`src/rtl/pwbus_pkg.sv`:
```
package pwbus_pkg;

    typedef enum logic [2:0] {
        SYM_D0    = 3'd0,
        SYM_D1    = 3'd1,
        SYM_START = 3'd2,
        SYM_ATTN  = 3'd3,
        SYM_RESET = 3'd4
    } sym_e;

endpackage

```
`src/rtl/pwbus_filt.sv`:
```
module pwbus_filt #(
    parameter int FILT_LEN = 3
) (
    input  logic clk,
    input  logic rst_n,
    input  logic line_i,
    output logic lvl_o
);
    localparam int FW = $clog2(FILT_LEN + 1);
    localparam logic [FW-1:0] LAST = FW'(FILT_LEN - 1);

    typedef struct packed {
        logic [1:0]    sync;
        logic          out;
        logic [FW-1:0] cnt;
    } filt_st_t;

    filt_st_t q, d;

    always_comb begin
        d      = q;
        d.sync = {q.sync[0], line_i};
        if (q.sync[1] != q.out) begin
            if (q.cnt == LAST) begin
                d.out = q.sync[1];
                d.cnt = '0;
            end else begin
                d.cnt = q.cnt + 1'b1;
            end
        end else begin
            d.cnt = '0;
        end
    end

    always_ff @(posedge clk) begin
        if (!rst_n) begin
            q.sync <= 2'b11;
            q.out  <= 1'b1;
            q.cnt  <= '0;
        end else begin
            q <= d;
        end
    end

    assign lvl_o = q.out;

    // the filtered level only moves to a value the synchronised input held for two cycles
    p_filt_min_run_r12: assert property (@(posedge clk) disable iff (!rst_n)
        !$stable(lvl_o) |-> ($past(q.sync[1]) == lvl_o) && ($past(q.sync[1], 2) == lvl_o));

endmodule

```
`src/rtl/pwbus_rx.sv`:
```
module pwbus_rx
    import pwbus_pkg::*;
#(
    parameter int CW         = 17,
    parameter int INACT_CYC  = 2750,
    parameter int GLITCH_CYC = 2000,
    parameter int B0_CYC     = 6500,
    parameter int B1_CYC     = 15500,
    parameter int ST_CYC     = 33750,
    parameter int AT_CYC     = 72500,
    parameter int RST_CYC    = 88500
) (
    input  logic       clk,
    input  logic       rst_n,
    input  logic       lvl_i,
    output logic       sym_valid_o,
    output logic [2:0] sym_type_o,
    output logic       bus_idle_o,
    output logic       fall_start_o
);
    localparam logic [CW-1:0] INACT_L = CW'(INACT_CYC);
    localparam logic [CW-1:0] GL_L    = CW'(GLITCH_CYC);
    localparam logic [CW-1:0] B0_L    = CW'(B0_CYC);
    localparam logic [CW-1:0] B1_L    = CW'(B1_CYC);
    localparam logic [CW-1:0] ST_L    = CW'(ST_CYC);
    localparam logic [CW-1:0] AT_L    = CW'(AT_CYC);
    localparam logic [CW-1:0] RST_L   = CW'(RST_CYC);
    localparam logic [CW-1:0] RST_M1  = CW'(RST_CYC - 1);

    typedef struct packed {
        logic          lvl_prev;
        logic          armed;
        logic          vld;
        sym_e          typ;
        logic [CW-1:0] low_cnt;
        logic [CW-1:0] high_cnt;
    } rx_st_t;

    rx_st_t q, d;
    logic   fall, rise, idle;

    always_comb begin
        fall = q.lvl_prev & ~lvl_i;
        rise = ~q.lvl_prev & lvl_i;
        idle = (q.high_cnt >= INACT_L);

        d          = q;
        d.lvl_prev = lvl_i;
        d.vld      = 1'b0;

        if (lvl_i) begin
            if (q.high_cnt < INACT_L) d.high_cnt = q.high_cnt + 1'b1;
        end else begin
            d.high_cnt = '0;
        end

        if (fall) begin
            d.low_cnt = {{(CW-1){1'b0}}, 1'b1};
            d.armed   = idle;
        end else if (!lvl_i) begin
            if (q.low_cnt < RST_L) begin
                d.low_cnt = q.low_cnt + 1'b1;
                if (q.low_cnt == RST_M1) begin
                    d.vld = 1'b1;
                    d.typ = SYM_RESET;
                end
            end
        end

        if (rise && (q.low_cnt < RST_L)) begin
            if (q.low_cnt >= AT_L) begin
                d.vld = 1'b1;
                d.typ = SYM_RESET;
            end else if (q.armed && (q.low_cnt >= GL_L)) begin
                d.vld = 1'b1;
                if (q.low_cnt < B0_L)      d.typ = SYM_D0;
                else if (q.low_cnt < B1_L) d.typ = SYM_D1;
                else if (q.low_cnt < ST_L) d.typ = SYM_START;
                else                       d.typ = SYM_ATTN;
            end
        end
    end

    always_ff @(posedge clk) begin
        if (!rst_n) begin
            q.lvl_prev <= 1'b1;
            q.armed    <= 1'b0;
            q.vld      <= 1'b0;
            q.typ      <= SYM_D0;
            q.low_cnt  <= '0;
            q.high_cnt <= '0;
        end else begin
            q <= d;
        end
    end

    assign sym_valid_o  = q.vld;
    assign sym_type_o   = q.typ;
    assign bus_idle_o   = idle;
    assign fall_start_o = fall & idle;

    // a strobe lasts exactly one cycle
    p_one_cycle_strobe_r4: assert property (@(posedge clk) disable iff (!rst_n)
        sym_valid_o |=> !sym_valid_o);

    // non-Reset symbols are reported right after a rising edge of the filtered level
    p_strobe_after_rise_r4: assert property (@(posedge clk) disable iff (!rst_n)
        (sym_valid_o && (sym_type_o != 3'(SYM_RESET))) |-> ($past(lvl_i) && !$past(lvl_i, 2)));

    // the bus is never idle unless the level was high in the previous cycle
    p_idle_needs_high_r2: assert property (@(posedge clk) disable iff (!rst_n)
        bus_idle_o |-> $past(lvl_i));

endmodule

```
`src/rtl/pwbus_tx.sv`:
```
module pwbus_tx #(
    parameter int CW      = 17,
    parameter int RD1_CYC = 8250,
    parameter int AT_CYC  = 49000
) (
    input  logic clk,
    input  logic rst_n,
    input  logic bus_idle_i,
    input  logic fall_start_i,
    input  logic rd_one_i,
    input  logic attn_req_i,
    output logic drive_o
);
    localparam logic [CW-1:0] RD1_L = CW'(RD1_CYC);
    localparam logic [CW-1:0] AT_L  = CW'(AT_CYC);
    localparam logic [CW-1:0] ONE   = {{(CW-1){1'b0}}, 1'b1};

    typedef struct packed {
        logic          drive;
        logic          pend;
        logic [CW-1:0] cnt;
    } tx_st_t;

    tx_st_t q, d;

    always_comb begin
        d      = q;
        d.pend = q.pend | attn_req_i;
        if (q.drive) begin
            if (q.cnt == ONE) begin
                d.drive = 1'b0;
                d.cnt   = '0;
            end else begin
                d.cnt = q.cnt - 1'b1;
            end
        end else if (d.pend && (bus_idle_i || fall_start_i)) begin
            d.drive = 1'b1;
            d.cnt   = AT_L;
            d.pend  = 1'b0;
        end else if (fall_start_i && rd_one_i) begin
            d.drive = 1'b1;
            d.cnt   = RD1_L;
        end
    end

    always_ff @(posedge clk) begin
        if (!rst_n) begin
            q.drive <= 1'b0;
            q.pend  <= 1'b0;
            q.cnt   <= '0;
        end else begin
            q <= d;
        end
    end

    assign drive_o = q.drive;

    // drive only begins on an idle bus or at a detected master edge
    p_drive_origin_r10: assert property (@(posedge clk) disable iff (!rst_n)
        $rose(drive_o) |-> $past(bus_idle_i || fall_start_i));

    // a drive is never a single-cycle blip
    p_drive_holds_r8: assert property (@(posedge clk) disable iff (!rst_n)
        $rose(drive_o) |=> drive_o);

endmodule

```
`src/rtl/pwbus_phy.sv`:
```
module pwbus_phy #(
    parameter int CYC_PER_US   = 250,
    parameter int FILT_LEN     = 3,
    parameter int INACT_US     = 11,
    parameter int GLITCH_US    = 8,
    parameter int BIT0_LIM_US  = 26,
    parameter int BIT1_LIM_US  = 62,
    parameter int START_LIM_US = 135,
    parameter int ATTN_LIM_US  = 290,
    parameter int RESET_US     = 354,
    parameter int RD1_US       = 33,
    parameter int ATTN_US      = 196
) (
    input  logic       clk,
    input  logic       rst_n,
    input  logic       line_in,
    input  logic       rd_one,
    input  logic       attn_req,
    output logic       drive_low,
    output logic       sym_valid,
    output logic [2:0] sym_type,
    output logic       bus_idle
);
    localparam int INACT_CYC  = INACT_US * CYC_PER_US;
    localparam int GLITCH_CYC = GLITCH_US * CYC_PER_US;
    localparam int B0_CYC     = BIT0_LIM_US * CYC_PER_US;
    localparam int B1_CYC     = BIT1_LIM_US * CYC_PER_US;
    localparam int ST_CYC     = START_LIM_US * CYC_PER_US;
    localparam int ATL_CYC    = ATTN_LIM_US * CYC_PER_US;
    localparam int RESET_CYC  = RESET_US * CYC_PER_US;
    localparam int RD1_CYC    = RD1_US * CYC_PER_US;
    localparam int ATTN_CYC   = ATTN_US * CYC_PER_US;
    localparam int CW         = $clog2(RESET_CYC + 1);

    logic lvl;
    logic fall_start;

    pwbus_filt #(.FILT_LEN(FILT_LEN)) u_filt (
        .clk    (clk),
        .rst_n  (rst_n),
        .line_i (line_in),
        .lvl_o  (lvl)
    );

    pwbus_rx #(
        .CW         (CW),
        .INACT_CYC  (INACT_CYC),
        .GLITCH_CYC (GLITCH_CYC),
        .B0_CYC     (B0_CYC),
        .B1_CYC     (B1_CYC),
        .ST_CYC     (ST_CYC),
        .AT_CYC     (ATL_CYC),
        .RST_CYC    (RESET_CYC)
    ) u_rx (
        .clk          (clk),
        .rst_n        (rst_n),
        .lvl_i        (lvl),
        .sym_valid_o  (sym_valid),
        .sym_type_o   (sym_type),
        .bus_idle_o   (bus_idle),
        .fall_start_o (fall_start)
    );

    pwbus_tx #(
        .CW      (CW),
        .RD1_CYC (RD1_CYC),
        .AT_CYC  (ATTN_CYC)
    ) u_tx (
        .clk          (clk),
        .rst_n        (rst_n),
        .bus_idle_i   (bus_idle),
        .fall_start_i (fall_start),
        .rd_one_i     (rd_one),
        .attn_req_i   (attn_req),
        .drive_o      (drive_low)
    );

    // Reset is reported while the wire is low, or else at the release of a long pulse
    p_reset_strobe_r7: assert property (@(posedge clk) disable iff (!rst_n)
        (sym_valid && (sym_type == 3'd4)) |-> ($past(!lvl) || !$past(lvl, 2)));

endmodule

```
`config.mk`:
```
export PLATFORM = sky130hd
export DESIGN_NAME = pwbus_phy
export DESIGN_NICKNAME = d
export VERILOG_FILES = /design/src/rtl/pwbus_pkg.sv /design/src/rtl/pwbus_filt.sv /design/src/rtl/pwbus_rx.sv /design/src/rtl/pwbus_tx.sv /design/src/rtl/pwbus_phy.sv
export SDC_FILE = /design/constraint.sdc
export NUM_CORES = 1
export LEC_CHECK = 0
export BUFFER_PORTS_ARGS = -buffer_cell sky130_fd_sc_hd__buf_4
export CORE_ASPECT_RATIO = 0.9
export CORE_UTILIZATION = 40
export DETAILED_ROUTE_END_ITERATION = 10
export PLACE_DENSITY_LB_ADDON = 0.25
export SLEW_MARGIN = 10
export SYNTH_ARGS = -nofsm -noshare
export SYNTH_HDL_FRONTEND = slang
export SYNTH_SLANG_ARGS = --single-unit
```
`constraint.sdc`:
```
create_clock -name clk -period 3.05 [get_ports clk]
set_input_delay 0.4575 -clock clk [delete_from_list [all_inputs] [get_ports clk]]
set_output_delay 0.4575 -clock clk [all_outputs]
set_load 0.05 [all_outputs]
```
# After elaboration in Yosys (flattened, before gate mapping)
# Cells that the tools add are included.
# totals
ff_bits	64
elab_cells	72
# classes
n_addsub	4
n_lt_le_gt_ge	8
eq_ne	5
mux	21
bitwise	8
n_reduce_logical	13
# ops
op	n
$mux 17	4
$mux 21	2
$add 17x1->17 const B	2
$mux 4	5
$eq 17x1->1 const B	1
$eq 17x17->1 const B	1
$ge 17x11->1 const B	1
$ge 17x12->1 const B	1
$ge 17x17->1 const B	1
$lt 17x12->1 const B	1
$lt 17x13->1 const B	1
$lt 17x14->1 const B	1
$lt 17x16->1 const B	1
$lt 17x17->1 const B	1
$sub 17x1->17 const B	1
$mux 1	8
$reduce_and 2->1	4
$mux 3	2
$logic_and 1x1->1	4
$not 1->1	4
$and 1x1->1	3
$reduce_bool 3->1	1
$reduce_or 3->1	1
$add 2x1->2 const B	1
7 further kinds	7

# Depth between registers and ports, before layout
# logic_depth
ltp_word	8
mapped_depth	9
mapped_depth_nobuf	8

# Hierarchy
# From an unflattened synthesis, not the netlist that was laid out.
# hier_totals
cells_unflattened	421
hier_area_um2	3488.3
# modules_own_cells
mod	n_inst	cells_each	area_each_um2
pwbus_rx	1	262	2164.6
pwbus_tx	1	145	1154.9
pwbus_filt	1	14	168.9

# Worst setup path before layout
# Ideal clock, no wire load.
# synth_timing
path_kind	reg-to-reg
start	reg u_rx.q[5] (netlist bit)
end	reg u_tx.q[5] (netlist bit)
setup_time_ns	0.120
arrival_ns	2.036
path_slack_ns	0.895
stages_incl_launch_ff	8
path_buffers	0
synth_period_minus_slack_ns	2.155
path_cell_list	dfxtp_1 > and4_1 > a31o_2 > a21oi_2 > and2_1 > inv_1 > and3_1 > o31a_1
# synth_via
elab_chain_len	6
elab_cells_between_ends	8
cone_classes	order compare: 1; mux: 2; bitwise: 1; reduce/logical: 4
# synth_lines
item	line	source
start, declared	pwbus_rx.sv:39	rx_st_t q, d;
$ge 17x12->1 (*)	pwbus_rx.sv:45	idle = (q.high_cnt >= INACT_L);
net bus_idle	pwbus_phy.sv:22	output logic bus_idle
$and 1x1->1	pwbus_rx.sv:100	assign fall_start_o = fall & idle;
$logic_or 1x1->1	pwbus_tx.sv:36	end else if (d.pend && (bus_idle_i || fall_start_i)) begin
$logic_and 1x1->1	pwbus_tx.sv:36	
$mux 17	pwbus_tx.sv:36	
$mux 17	pwbus_tx.sv:29	if (q.drive) begin
end, declared	pwbus_tx.sv:24	tx_st_t q, d;
# The timed path passes the listed nets; every way through them passes the cells marked *.
# A chain may end at the register's enable or synchronous reset.

# Final worst setup path
# layout_timing
start	reg u_rx.q[1] (netlist bit)
end	out bus_idle
# layout_via
elab_chain_len	1
# layout_lines
item	line
$ge 17x12->1	pwbus_rx.sv:45
end, declared	pwbus_phy.sv:22
# No other way between the ends.

==> flow_summary.json <==
{
  "crit_path_start": "u_rx.q[1]",
  "clkTransAtPathRegs_ns": 0.07,
  "use_met2": 0.270,
  "critical_path_class": "flop to primary output",
  "nNetsFinal": 405,
  "grt.busiest_layer": "met2",
  "dieArea_sq_um": 8500,
  "drcViolationCount": 0,
  "start_util": 0.423,
  "grt_max_degree": 32,
  "max_freq_mhz": 405,
  "arrival_ns": 2.01,
  "dpl.hpwl_um": 4860,
  "finalMaxSlewViolations": 0,
  "netlist_area_sq_um": 3250,
  "yosysUniqueCellTypes": 57,
  "cp_max_fo": 9,
  "ys_seq_area_frac": 0.394,
  "synth_edf_count": 0,
  "core_sq_um": 7690,
  "syn_nets": 408,
  "io_buffer_count": 10,
  "tns_ns": 0,
  "die_y_um": 87.6,
  "worstSkewPairLatency_ns": 0.35,
  "gp_congestion": 0.832,
  "grt_first_pass_wirelength_um": 12300,
  "cts_hold_buf": 0,
  "layoutNonFillerInstCount": 495,
  "cp-endpoint": "bus_idle",
  "rsz0062_at_grt": "no",
  "vias": 2805,
  "met1_usage": 0.252,
  "worstPathRequired_ns": 2.59,
  "relSlewSlack": 0.431,
  "numCtsBuffers": 9,
  "first_pass_iters": 6,
  "rows": 30,
  "io_pins": 11,
  "drive_gt1_frac": 0.0827,
  "cts_max_path_buffers": 2,
  "drv_cap": 0,
  "p_leak_nw": 1.48,
  "fin_crit_sh": 0.809,
  "syn_inst": 397,
  "wirelength_um": 7140,
  "synthFlopType": "dfxtp_1",
  "post_cts_buffers": 0,
  "reg2reg_to": "u_tx.q[10]",
  "diodes": 0,
  "design_power_total_mw": 1.69,
  "hp-class": "input port to flop",
  "antenna_found_initial": 0,
  "worstReg2RegStart": "u_rx.q[1]",
  "worstMarginPinSlew_ns": 0.849,
  "final_util": 0.463,
  "period_minus_slack_ns": 2.47,
  "cts.repair.resized": 0,
  "met3_usage": 0.0575,
  "clockRootBuffer": "clkbuf_8",
  "crit_path_start_kind": "flop",
  "cts_tree": "built",
  "endpoint_kind": "primary output",
  "die_w_um": 97.1,
  "overflow": 0,
  "cts.sinks": 64,
  "synth_seq_cells": 64,
  "track_usage": 0.181,
  "clock_skew_ns": 0.0107,
  "hold_viol_final": 0,
  "syn_avg_cell_area_sq_um": 8.19,
  "peakVddDrop_mv": 0.197,
  "final_antenna_net_count": 0,
  "status": "finished clean",
  "layout_common_cells": "dfxtp_1, nor2_1, nand2_1",
  "reg2reg_slack_ns": 0.76,
  "post-place-cells": 479,
  "area_delta_synth_final_pct": 9.58,
  "async_reset_ff_frac": 0,
  "powerDensity_nw_per_um2": 474,
  "yosysWarnings": 0,
  "drtIter0Drc": 131,
  "wl_per_cell_um": 14.4,
  "htree_levels": 3,
  "vias_per_cell": 5.67,
  "setup_viol": 0,
  "grt_pass1_vias": 2499,
  "layout_commonest_cell": "dfxtp_1",
  "reg2reg_depth": 6
}
## synthesized netlist by cell type (all sizes together) (6+ instances only)
cell | n | share of area
nand2 | 27 | 0.031
nor4 | 9 | 0.017
nand4 | 13 | 0.025
a211oi | 8 | 0.018
inv | 12 | 0.014
o21ai | 14 | 0.022
dfxtp | 64 | 0.39
a21oi | 19 | 0.030
or3 | 7 | 0.015
nor2 | 50 | 0.058
o211a | 7 | 0.022
a31oi | 9 | 0.017
nand3 | 16 | 0.025
xor2 | 12 | 0.032
and3 | 16 | 0.032
nor3 | 13 | 0.022
buf | 8 | 0.016
ha | 6 | 0.023
xnor2 | 10 | 0.027
a21o | 6 | 0.014
clkbuf | 20 | 0.023
## power breakdown
| part | switching [mW] | internal (mW) |
|---|---|---|
| registers | 0.00913 | 0.842 |
| logic | 0.0246 | 0.0133 |
| clock network | 0.318 | 0.482 |
| total | 0.352 | 1.34 |
## area by class of cell
type	instances	area, sq um
multi-input cells	291	1790
repair buffers	14	105
clock buffers	13	149
inverters	14	52.6
clock inverters	3	65.1
flip-flops and latches	64	1280
well taps	96	120
fillers	770	4130
## routing by layer
layer	up-vias	routed length, um
li1	1432	-
met1	1320	3850
met2	43	2930
met3	10	268
met4	0	80
met5	-	0
## worst min-delay path by stage
| stage | start | endpoint | slack, ns | cells after the start |
|---|---|---|---|---|
| global placement | u_filt.d[4] | u_filt.q[4] | 0.40 | 1 |
| CTS | line_in | u_filt.d[4] | 0.28 | 2 |
| global route | line_in | u_filt.d[4] | 0.29 | 2 |
| floorplan | u_filt.d[4] | u_filt.q[4] | 0.39 | 1 |
| detailed placement | u_filt.d[4] | u_filt.q[4] | 0.41 | 1 |
| finish | line_in | u_filt.d[4] | 0.29 | 2 |
## kinds of logic after synthesis
| family | share of synthesized area |
|---|---|
| muxes | 0.00308 |
| and+or+nand+nor | 0.267 |
| AOI/OAI and AO/OA | 0.198 |
| DFF | 0.394 |
| adders and majority gates | 0.0231 |
| xor gates and xnor gates | 0.0592 |
| buffers and inverters | 0.0554 |
## metrics by stage
| stage | cell area [sq um] | setup WS [ns] | hold slack (ns) |
|---|---|---|---|
| finish | 3560 | 0.582 | 0.292 |
| global route | 3560 | 0.393 | 0.294 |
| CTS | 3560 | 0.598 | 0.284 |
| detailed placement | 3350 | 0.804 | 0.406 |
| global placement | 3350 | 0.855 | 0.398 |
| floorplan | 3250 | 0.895 | 0.386 |
## registers in the layout, indices dropped and copies added, names as in the netlist
register and count:
u_rx.q 36, u_tx.q 18, u_filt.q 3, u_rx.sym_type_o 3
u_filt.d 1, u_filt.lvl_o 1, u_rx.sym_valid_o 1, u_tx.drive_o 1
## worst max-delay path, stage by stage (launching register included)
cell and delay, ns:
dfxtp_1 0.49, ha_1 0.20, nor4b_1 0.23, nand3_1 0.18, and2_1 0.23, inv_1 0.12, buf_4 0.21
Note: power is estimated with default switching activity, not from simulation.
